===== config.mk =====
export PLATFORM = sky130hd
export DESIGN_NAME = pf_bank_select
export DESIGN_NICKNAME = d
export VERILOG_FILES = /design/src/rtl/pfd_pkg.sv /design/src/rtl/pfd_sync.sv /design/src/rtl/pfd_recovery_timer.sv /design/src/rtl/pfd_decoder.sv /design/src/rtl/pf_bank_select.sv
export SDC_FILE = /design/constraint.sdc
export NUM_CORES = 1
export LEC_CHECK = 0
export BUFFER_PORTS_ARGS = -buffer_cell sky130_fd_sc_hd__buf_4
export CAP_MARGIN = 30
export CORE_MARGIN = 8
export CORE_UTILIZATION = 30
export CTS_CLUSTER_SIZE = 16
export DETAILED_ROUTE_END_ITERATION = 10
export PLACE_DENSITY = 0.54
export SLEW_MARGIN = 40
export SYNTH_ARGS = -nofsm -noshare
export SYNTH_HDL_FRONTEND = slang
export SYNTH_SLANG_ARGS = --single-unit

===== constraint.sdc =====
create_clock -name clk -period 2.3 [get_ports clk]
set_clock_uncertainty 0.1 [all_clocks]
set_input_delay 0.345 -clock clk [delete_from_list [all_inputs] [get_ports clk]]
set_output_delay 0.345 -clock clk [all_outputs]
set_load 0.02 [all_outputs]

===== src/rtl/pfd_pkg.sv =====
package pfd_pkg;
    localparam int NBANK = 4;
    localparam int ABITS = $clog2(NBANK);

    typedef enum logic [1:0] {
        ST_PROTECT = 2'd0,
        ST_RECOVER = 2'd1,
        ST_ACTIVE  = 2'd2,
        ST_HOLD    = 2'd3
    } pfd_state_e;

    localparam logic [1:0] CYC_SAT = 2'd2;
endpackage


===== src/rtl/pfd_sync.sv =====
module pfd_sync #(
    parameter int STAGES = 2
) (
    input  logic clk,
    input  logic rst_n,
    input  logic d_async,
    output logic q_sync
);
    logic [STAGES-1:0] chain_q;

    always_ff @(posedge clk or negedge rst_n) begin
        if (!rst_n) chain_q <= '0;
        else        chain_q <= {chain_q[STAGES-2:0], d_async};
    end

    assign q_sync = chain_q[STAGES-1];
endmodule


===== src/rtl/pfd_recovery_timer.sv =====
module pfd_recovery_timer #(
    parameter int RECOVER_CYCLES = 1_000_000
) (
    input  logic clk,
    input  logic rst_n,
    input  logic start,
    input  logic run,
    output logic done
);
    localparam int CW = $clog2(RECOVER_CYCLES);
    localparam logic [CW-1:0] LAST = CW'(RECOVER_CYCLES - 1);

    logic [CW-1:0] cnt_q;

    always_ff @(posedge clk or negedge rst_n) begin
        if (!rst_n)             cnt_q <= '0;
        else if (start)         cnt_q <= '0;
        else if (run && !done)  cnt_q <= cnt_q + 1'b1;
    end

    assign done = run && (cnt_q == LAST);
endmodule


===== src/rtl/pfd_decoder.sv =====
module pfd_decoder
    import pfd_pkg::*;
(
    input  logic             en_n,
    input  logic [ABITS-1:0] addr,
    output logic [NBANK-1:0] dec_n
);
    for (genvar k = 0; k < NBANK; k++) begin : g_bank
        assign dec_n[k] = en_n | (addr != ABITS'(k));
    end
endmodule


===== src/rtl/pf_bank_select.sv =====
module pf_bank_select
    import pfd_pkg::*;
#(
    parameter int RECOVER_CYCLES = 1_000_000,
    parameter int SYNC_STAGES    = 2
) (
    input  logic       clk,
    input  logic       rst_n,
    input  logic       ce_in_n,
    input  logic [1:0] bank_addr,
    input  logic       supply_ok,
    input  logic       batt1_ok,
    input  logic       batt2_ok,
    output logic [3:0] ce_out_n
);
    pfd_state_e       state_q, state_d;
    logic             sup_s;
    logic             rec_start, rec_done;
    logic             batt_low_q;
    logic             ce_prev_q;
    logic [1:0]       cyc_q;
    logic [NBANK-1:0] dec_n, held_q;
    logic             inhibit;

    pfd_sync #(.STAGES(SYNC_STAGES)) u_sync (
        .clk(clk), .rst_n(rst_n), .d_async(supply_ok), .q_sync(sup_s)
    );

    pfd_recovery_timer #(.RECOVER_CYCLES(RECOVER_CYCLES)) u_timer (
        .clk(clk), .rst_n(rst_n), .start(rec_start),
        .run(state_q == ST_RECOVER), .done(rec_done)
    );

    pfd_decoder u_dec (
        .en_n(ce_in_n), .addr(bank_addr), .dec_n(dec_n)
    );

    assign rec_start = (state_q == ST_PROTECT) && sup_s;

    // state register
    always_ff @(posedge clk or negedge rst_n) begin
        if (!rst_n) state_q <= ST_PROTECT;
        else        state_q <= state_d;
    end

    // next state
    always_comb begin
        state_d = state_q;
        unique case (state_q)
            ST_PROTECT: if (sup_s) state_d = ST_RECOVER;
            ST_RECOVER: begin
                if (!sup_s)        state_d = ST_PROTECT;
                else if (rec_done) state_d = ST_ACTIVE;
            end
            ST_ACTIVE:  if (!sup_s) state_d = ce_in_n ? ST_PROTECT : ST_HOLD;
            ST_HOLD:    if (ce_in_n) state_d = ST_PROTECT;
        endcase
    end

    // battery sample, access counting, freeze register
    always_ff @(posedge clk or negedge rst_n) begin
        if (!rst_n) begin
            batt_low_q <= 1'b0;
            ce_prev_q  <= 1'b1;
            cyc_q      <= '0;
            held_q     <= '1;
        end else begin
            ce_prev_q <= ce_in_n;
            if (rec_start) batt_low_q <= !(batt1_ok || batt2_ok);
            if (state_q != ST_ACTIVE)
                cyc_q <= '0;
            else if (ce_in_n && !ce_prev_q && cyc_q != CYC_SAT)
                cyc_q <= cyc_q + 1'b1;
            if (state_q == ST_ACTIVE) held_q <= ce_out_n;
        end
    end

    assign inhibit = batt_low_q && (cyc_q == 2'd1);

    // outputs
    always_comb begin
        ce_out_n = '1;
        unique case (state_q)
            ST_PROTECT: ce_out_n = '1;
            ST_RECOVER: ce_out_n = '1;
            ST_ACTIVE:  ce_out_n = inhibit ? '1 : dec_n;
            ST_HOLD:    ce_out_n = ce_in_n ? '1 : held_q;
        endcase
    end
endmodule


# After elaboration in Yosys (flattened, before gate mapping)
# Index checks and enable logic that the tools add are counted.
[totals]
regBits = 32
in_bits = 8
output_inout_bits = 4
[classes]
add_sub_neg = 2
eq_ne = 14
muxes = 14
n_bitwise = 4
reduce_logical = 16
[op_table]
columns = ["cell", "n"]
rows = [
  ["20-bit two-way mux", 2],
  ["20-bit by 1-bit adder with 20-bit output (second input constant)", 1],
  ["20-bit == test (second input constant)", 1],
  ["2-bit two-way mux", 8],
  ["2-bit inequality test (second input constant)", 6],
  ["4-bit case mux with 3 select lines", 1],
  ["4-bit two-way mux", 2],
  ["2-bit case mux with 4 select lines", 1],
  ["1-bit logical AND", 6],
  ["2-bit nonzero test", 3],
  ["2-bit by 1-bit == test with 1-bit output (second input constant)", 2],
  ["2-bit == test (second input constant)", 2],
  ["2-bit by 1-bit inequality test with 1-bit output (second input constant)", 2],
  ["1-bit bitwise OR", 4],
  ["4-bit AND reduction", 1],
  ["1-bit logical NOT", 3],
  ["3-bit inequality test (second input constant)", 1],
  ["2-bit by 1-bit adder with 2-bit output (second input constant)", 1],
  ["2-bit logical NOT", 1],
  ["2-bit OR reduction", 1],
  ["1-bit logical OR", 1],
]

# Logic depth before layout (Yosys ltp)
[logic_depth]
ltp_word = 6
ltp_mapped = 7
depth_no_buf = 6

# Modules after synthesis
# From an unflattened synthesis, not the netlist that was laid out.
[unflattened]
hier_cells = 162
area_unflattened_um2 = 1711.6
[modules_own_cells]
columns = ["mod", "n_inst", "cells_each", "area_each_um2"]
rows = [
  ["pfd_recovery_timer", 1, 112, 1114.8],
  ["pf_bank_select", 1, 44, 515.5],
  ["pfd_sync", 1, 2, 50.0],
  ["pfd_decoder", 1, 4, 31.3],
]

# Least setup slack after synthesis
# Ideal clock, no wire load.
[synth_timing]
kind = "register -> register"
startpoint = "register u_timer.cnt_q[0]"
endpoint = "register u_timer.cnt_q[9]"
setup_time_ns = 0.077
t_arrival_ns = 1.703
setup_slack_ns = 0.419
path_stages_with_launch = 7
path_buffers = 0
cell_sequence = "dfrtp_1 > ha_1 > and4_1 > nand2_1 > o21ai_2 > or4_1 > a21oi_1"
[synth_via]
elab_chain_len = 5
word_cells_on_any_way = 8
classes_between = "add/sub: 1; eq/ne: 1; mux: 2; reduce/logical: 4"
[synth_lines]
columns = ["item", "line_no", "rtl"]
rows = [
  ["start: declaration", "pfd_recovery_timer.sv:13", "logic [CW-1:0] cnt_q;"],
  ["start signal: assignment", "pfd_recovery_timer.sv:18", "else if (run && !done) cnt_q <= cnt_q + 1'b1;"],
  ["parallel branches: the longest is 5 deep, another holds 20-bit by 1-bit adder with 20-bit output", "-", ""],
]
# Parallel ways; which one is timed is not known. The select of a mux whose other input is x is not followed.
# A chain may end at the register's enable or synchronous reset.

# Worst setup path in the final report
[layout_timing]
startpoint = "register state_q[0]"
endpoint = "output ce_out_n[3]"
[layout_via]
elab_chain_len = 3
word_cells_on_any_way = 6
classes_between = "eq/ne: 3; mux: 1; reduce/logical: 2"
[layout_lines]
columns = ["item", "line_no", "rtl"]
rows = [
  ["start: declaration", "pf_bank_select.sv:16", "pfd_state_e state_q, state_d;"],
  ["start signal: assignment", "pf_bank_select.sv:43", "else state_q <= state_d;"],
  ["2-bit by 1-bit == test with 1-bit output / 2-bit logical NOT (equally long branches)", "pf_bank_select.sv:83", "unique case (state_q)"],
  ["2-bit OR reduction (no source line)", "-", ""],
  ["4-bit case mux with 3 select lines (*)", "pf_bank_select.sv:83", ""],
  ["end: declaration", "pf_bank_select.sv:14", "output logic [3:0] ce_out_n"],
]
# Mark *: on every way between the ends. The rest lies on a longest branch, timed or not.

==> metrics.txt <==
status finished, final reports clean; layout cell share with drive strength beyond 1 0.190; First-pass DRT Iterations 4; average routed wire per standard cell around 13 um; cell area after synthesis 1660 um2; Die Ht 90.4 um; Port-buffer cells 11; clock tree buffer depth 2; I/O pin count 12; Inst Count DP between 200 and 300; Required @ worst endpoint between 1.5 and 2 ns; synthesis-stage register bit count 32; switching power 289 uW; Internal around 850 uW; power per cell area 587 nW/um2; Max Cap Viol 0; H-Tree Depth 2; Net count, final between 150 and 200; Root Driver clkbuf_8; Logic pwr share 0.084; post-route cell area 1940 um2; setup violators final 0; vias in the first global route roughly 1,300; CP max stage delay 0.50 ns; setup TNS 0 ns; ys flop type dfrtp_1; Crit Path Class register to primary output; post-route ant nets 0; Flop pwr share 0.552; Tmin final 2.16 ns; Pins Over Slew Limit 0; final WL 3520 um; clock power share 0.364; compound-gate portion of the synthesized area 0.126; clk_lat worst skew between 0.2 and 0.3 ns; Hold Vio Cnt, Final 0; critical path startpoint category register; CTS tree built; combinational family with the most area after synthesis simple AND/OR/NAND/NOR gates; final core utilization 0.356; num rows 27; GR Overflow Total 0; Final HPWL DP 2450 um; post-synthesis sequential area ratio 0.486; largest net degree at the start of global routing 33; worst vdd rail ir drop between 300 and 400 uV; Total GRT Usage 0.0912; Yosys top cell area share 0.407; non-filler cells, final approximately 260; Tcrit/Tclk final 0.941; core area 5440 um2; critical path's slowest cell dfrtp_2; mean post-synth cell area 9.82 um2; post-synthesis adder-cell area fraction 0.0226; worst slew pin tran 0.494 ns; Cells after Synth 169; Die ar. slightly above 8000 um2; post-synthesis xor/xnor area fraction 0.0633; CP arrival 1.72 ns; CP Max Fanout 14; # diodes 0; RSZ-0062 raised after global routing no; area leader, netlist dfrtp_1; Sw Share 0.254; Post-synth ARST share 1.00; class of the worst hold path input port to register; Starting Density 0.305; CP Cell Sequence nand2b_1 > nor3b_2 > a31oi_1 > o21bai_1 > buf_4; Starting DRT DRC Count between 70 and 80; Ys Warns 0; Synth area leaders dfrtp_1 41%, dfstp_2 7.9%, nor2_1 5.0%; routed vias/inst 4.92; Post-Syn Nets 180; CTS sink count 32; FMAX 0.462 GHz; cts bufs inserted 5; placed inst area 1840 um2; Top delay family on crit path flip-flops; die width 90.4 um; relative slew slack 0.668; Critical path buffers and inverters 1; gpl congestion 0.754; DRC 0; Clock transition at path regs 0.06 ns; post-synthesis simple-gate area fraction 0.280; first-pass GRT wire length 6200 um; Static Leak between 0.8 and 0.9 nW; initial antenna violation count 0; synth-to-layout area growth 16.7%; EDFF count, synth 0; Vias 1,283; Critical Path Sink Type primary output; Synth cell types 43; mux contribution to synthesized area 0.00603
flip-flops by register name, summed over array words and instances, names as in the netlist:
signal / count
state_q: 2
u_sync.chain_q: 2
held_q: 4
batt_low_q: 1
u_timer.cnt_q: 20
cyc_q: 2
ce_prev_q: 1
power groups by stage:
stage / registers, mW / logic [mW] / clock network (mW)
floorplan: 0.628 / 0.0599 / 0
finish: 0.628 / 0.0951 / 0.414
global placement: 0.637 / 0.0957 / 0
detailed placement: 0.638 / 0.0952 / 0
CTS: 0.628 / 0.0969 / 0.431
global route: 0.632 / 0.110 / 0.460
cells in the mapped netlist (2+ instances only):
| cell | instances |
|---|---|
| a21oi_1 | 8 |
| a31oi_1 | 3 |
| and3_1 | 3 |
| and4b_1 | 2 |
| dfrtp_1 | 27 |
| dfstp_2 | 5 |
| ha_1 | 3 |
| inv_1 | 3 |
| nand2_1 | 18 |
| nand3_1 | 8 |
| nand4_1 | 2 |
| nor2_1 | 22 |
| nor2b_1 | 3 |
| nor3_1 | 5 |
| nor3b_1 | 3 |
| nor4b_1 | 2 |
| o211ai_1 | 5 |
| o21ai_0 | 5 |
| o31ai_1 | 6 |
| or4_1 | 3 |
| xnor2_1 | 4 |
| xor2_1 | 8 |
worst paths after layout:
kind	slack, ns	end	from	depth (start not counted)
setup / recovery	0.14	ce_out_n[3]	state_q[0]	5
hold / removal	0.07	u_sync.chain_q[0]	supply_ok	1
setup reg to reg	0.18	u_timer.cnt_q[9]	u_timer.cnt_q[0]	6
hold reg to reg	0.25	u_sync.chain_q[1]	u_sync.chain_q[0]	0
max in group asynchronous	1.33	held_q[2]	rst_n	2
min in group asynchronous	0.42	u_timer.cnt_q[5]	rst_n	2
per-layer routing:
layer,share of wire,global-route usage,up-vias,wire (um)
li1,-,-,647,-
met1,0.51,0.124,600,1800
met2,0.42,0.131,29,1470
met3,0.054,0.0299,7,191
met4,0.015,0.0333,0,51
met5,0,0,-,0
layout make-up:
| type | count | area, um2 |
|---|---|---|
| clock buffer | 7 | 76.3 |
| clock inverter | 1 | 5.00 |
| fill | 566 | 3500 |
| inverter | 3 | 11.3 |
| multi-input combinational | 131 | 832 |
| sequential | 32 | 808 |
| tap | 72 | 90.1 |
| timing repair buffer | 15 | 115 |
cell families (layout without fill, tap and decap cells):
kind of cell / Yosys count / in the layout
AND/OR/NAND/NOR: 83 / 83
multiplexers: 1 / 1
AO/OA/AOI/OAI: 32 / 32
buffers and inverters: 6 / 26
adder cells (fa/ha/maj): 3 / 3
XOR/XNOR: 12 / 12
flip-flops: 32 / 32
stage by stage:
step | setup WS, ns | hold slack, ns | power [mW]
finish | 0.135 | 0.0697 | 1.14
floorplan | 0.419 | -0.0506 | 0.688
detailed placement | 0.205 | 0.216 | 0.733
CTS | 0.0417 | 0.0605 | 1.16
global route | 0.0122 | 0.0586 | 1.20
global placement | 0.250 | 0.213 | 0.733
placed cells by master, fill, tap and decap left out, drive strengths merged, types with 2 or more instances in the layout:
cell type  count
xor2           8
o21ai          6
o31ai          6
a21oi          8
nor3           5
clkbuf         7
or4            3
nand4          3
dfstp          5
nor2          22
and3           3
buf           14
nand3          9
o211ai         5
a31oi          3
ha             3
nor4b          2
nor2b          3
nand2         18
xnor2          4
and4b          2
nor3b          3
inv            3
nand2b         2
dfrtp         27
what timing repair did:
action,CTS,global route
hold buffers,1,0
buffers inserted,0,0
endpoints found under the setup margin,1,1
hold endpoints to repair,27,0
resized for setup,1,1
pin swaps,0,0
No activity file was read; power rests on OpenSTA's default activity.
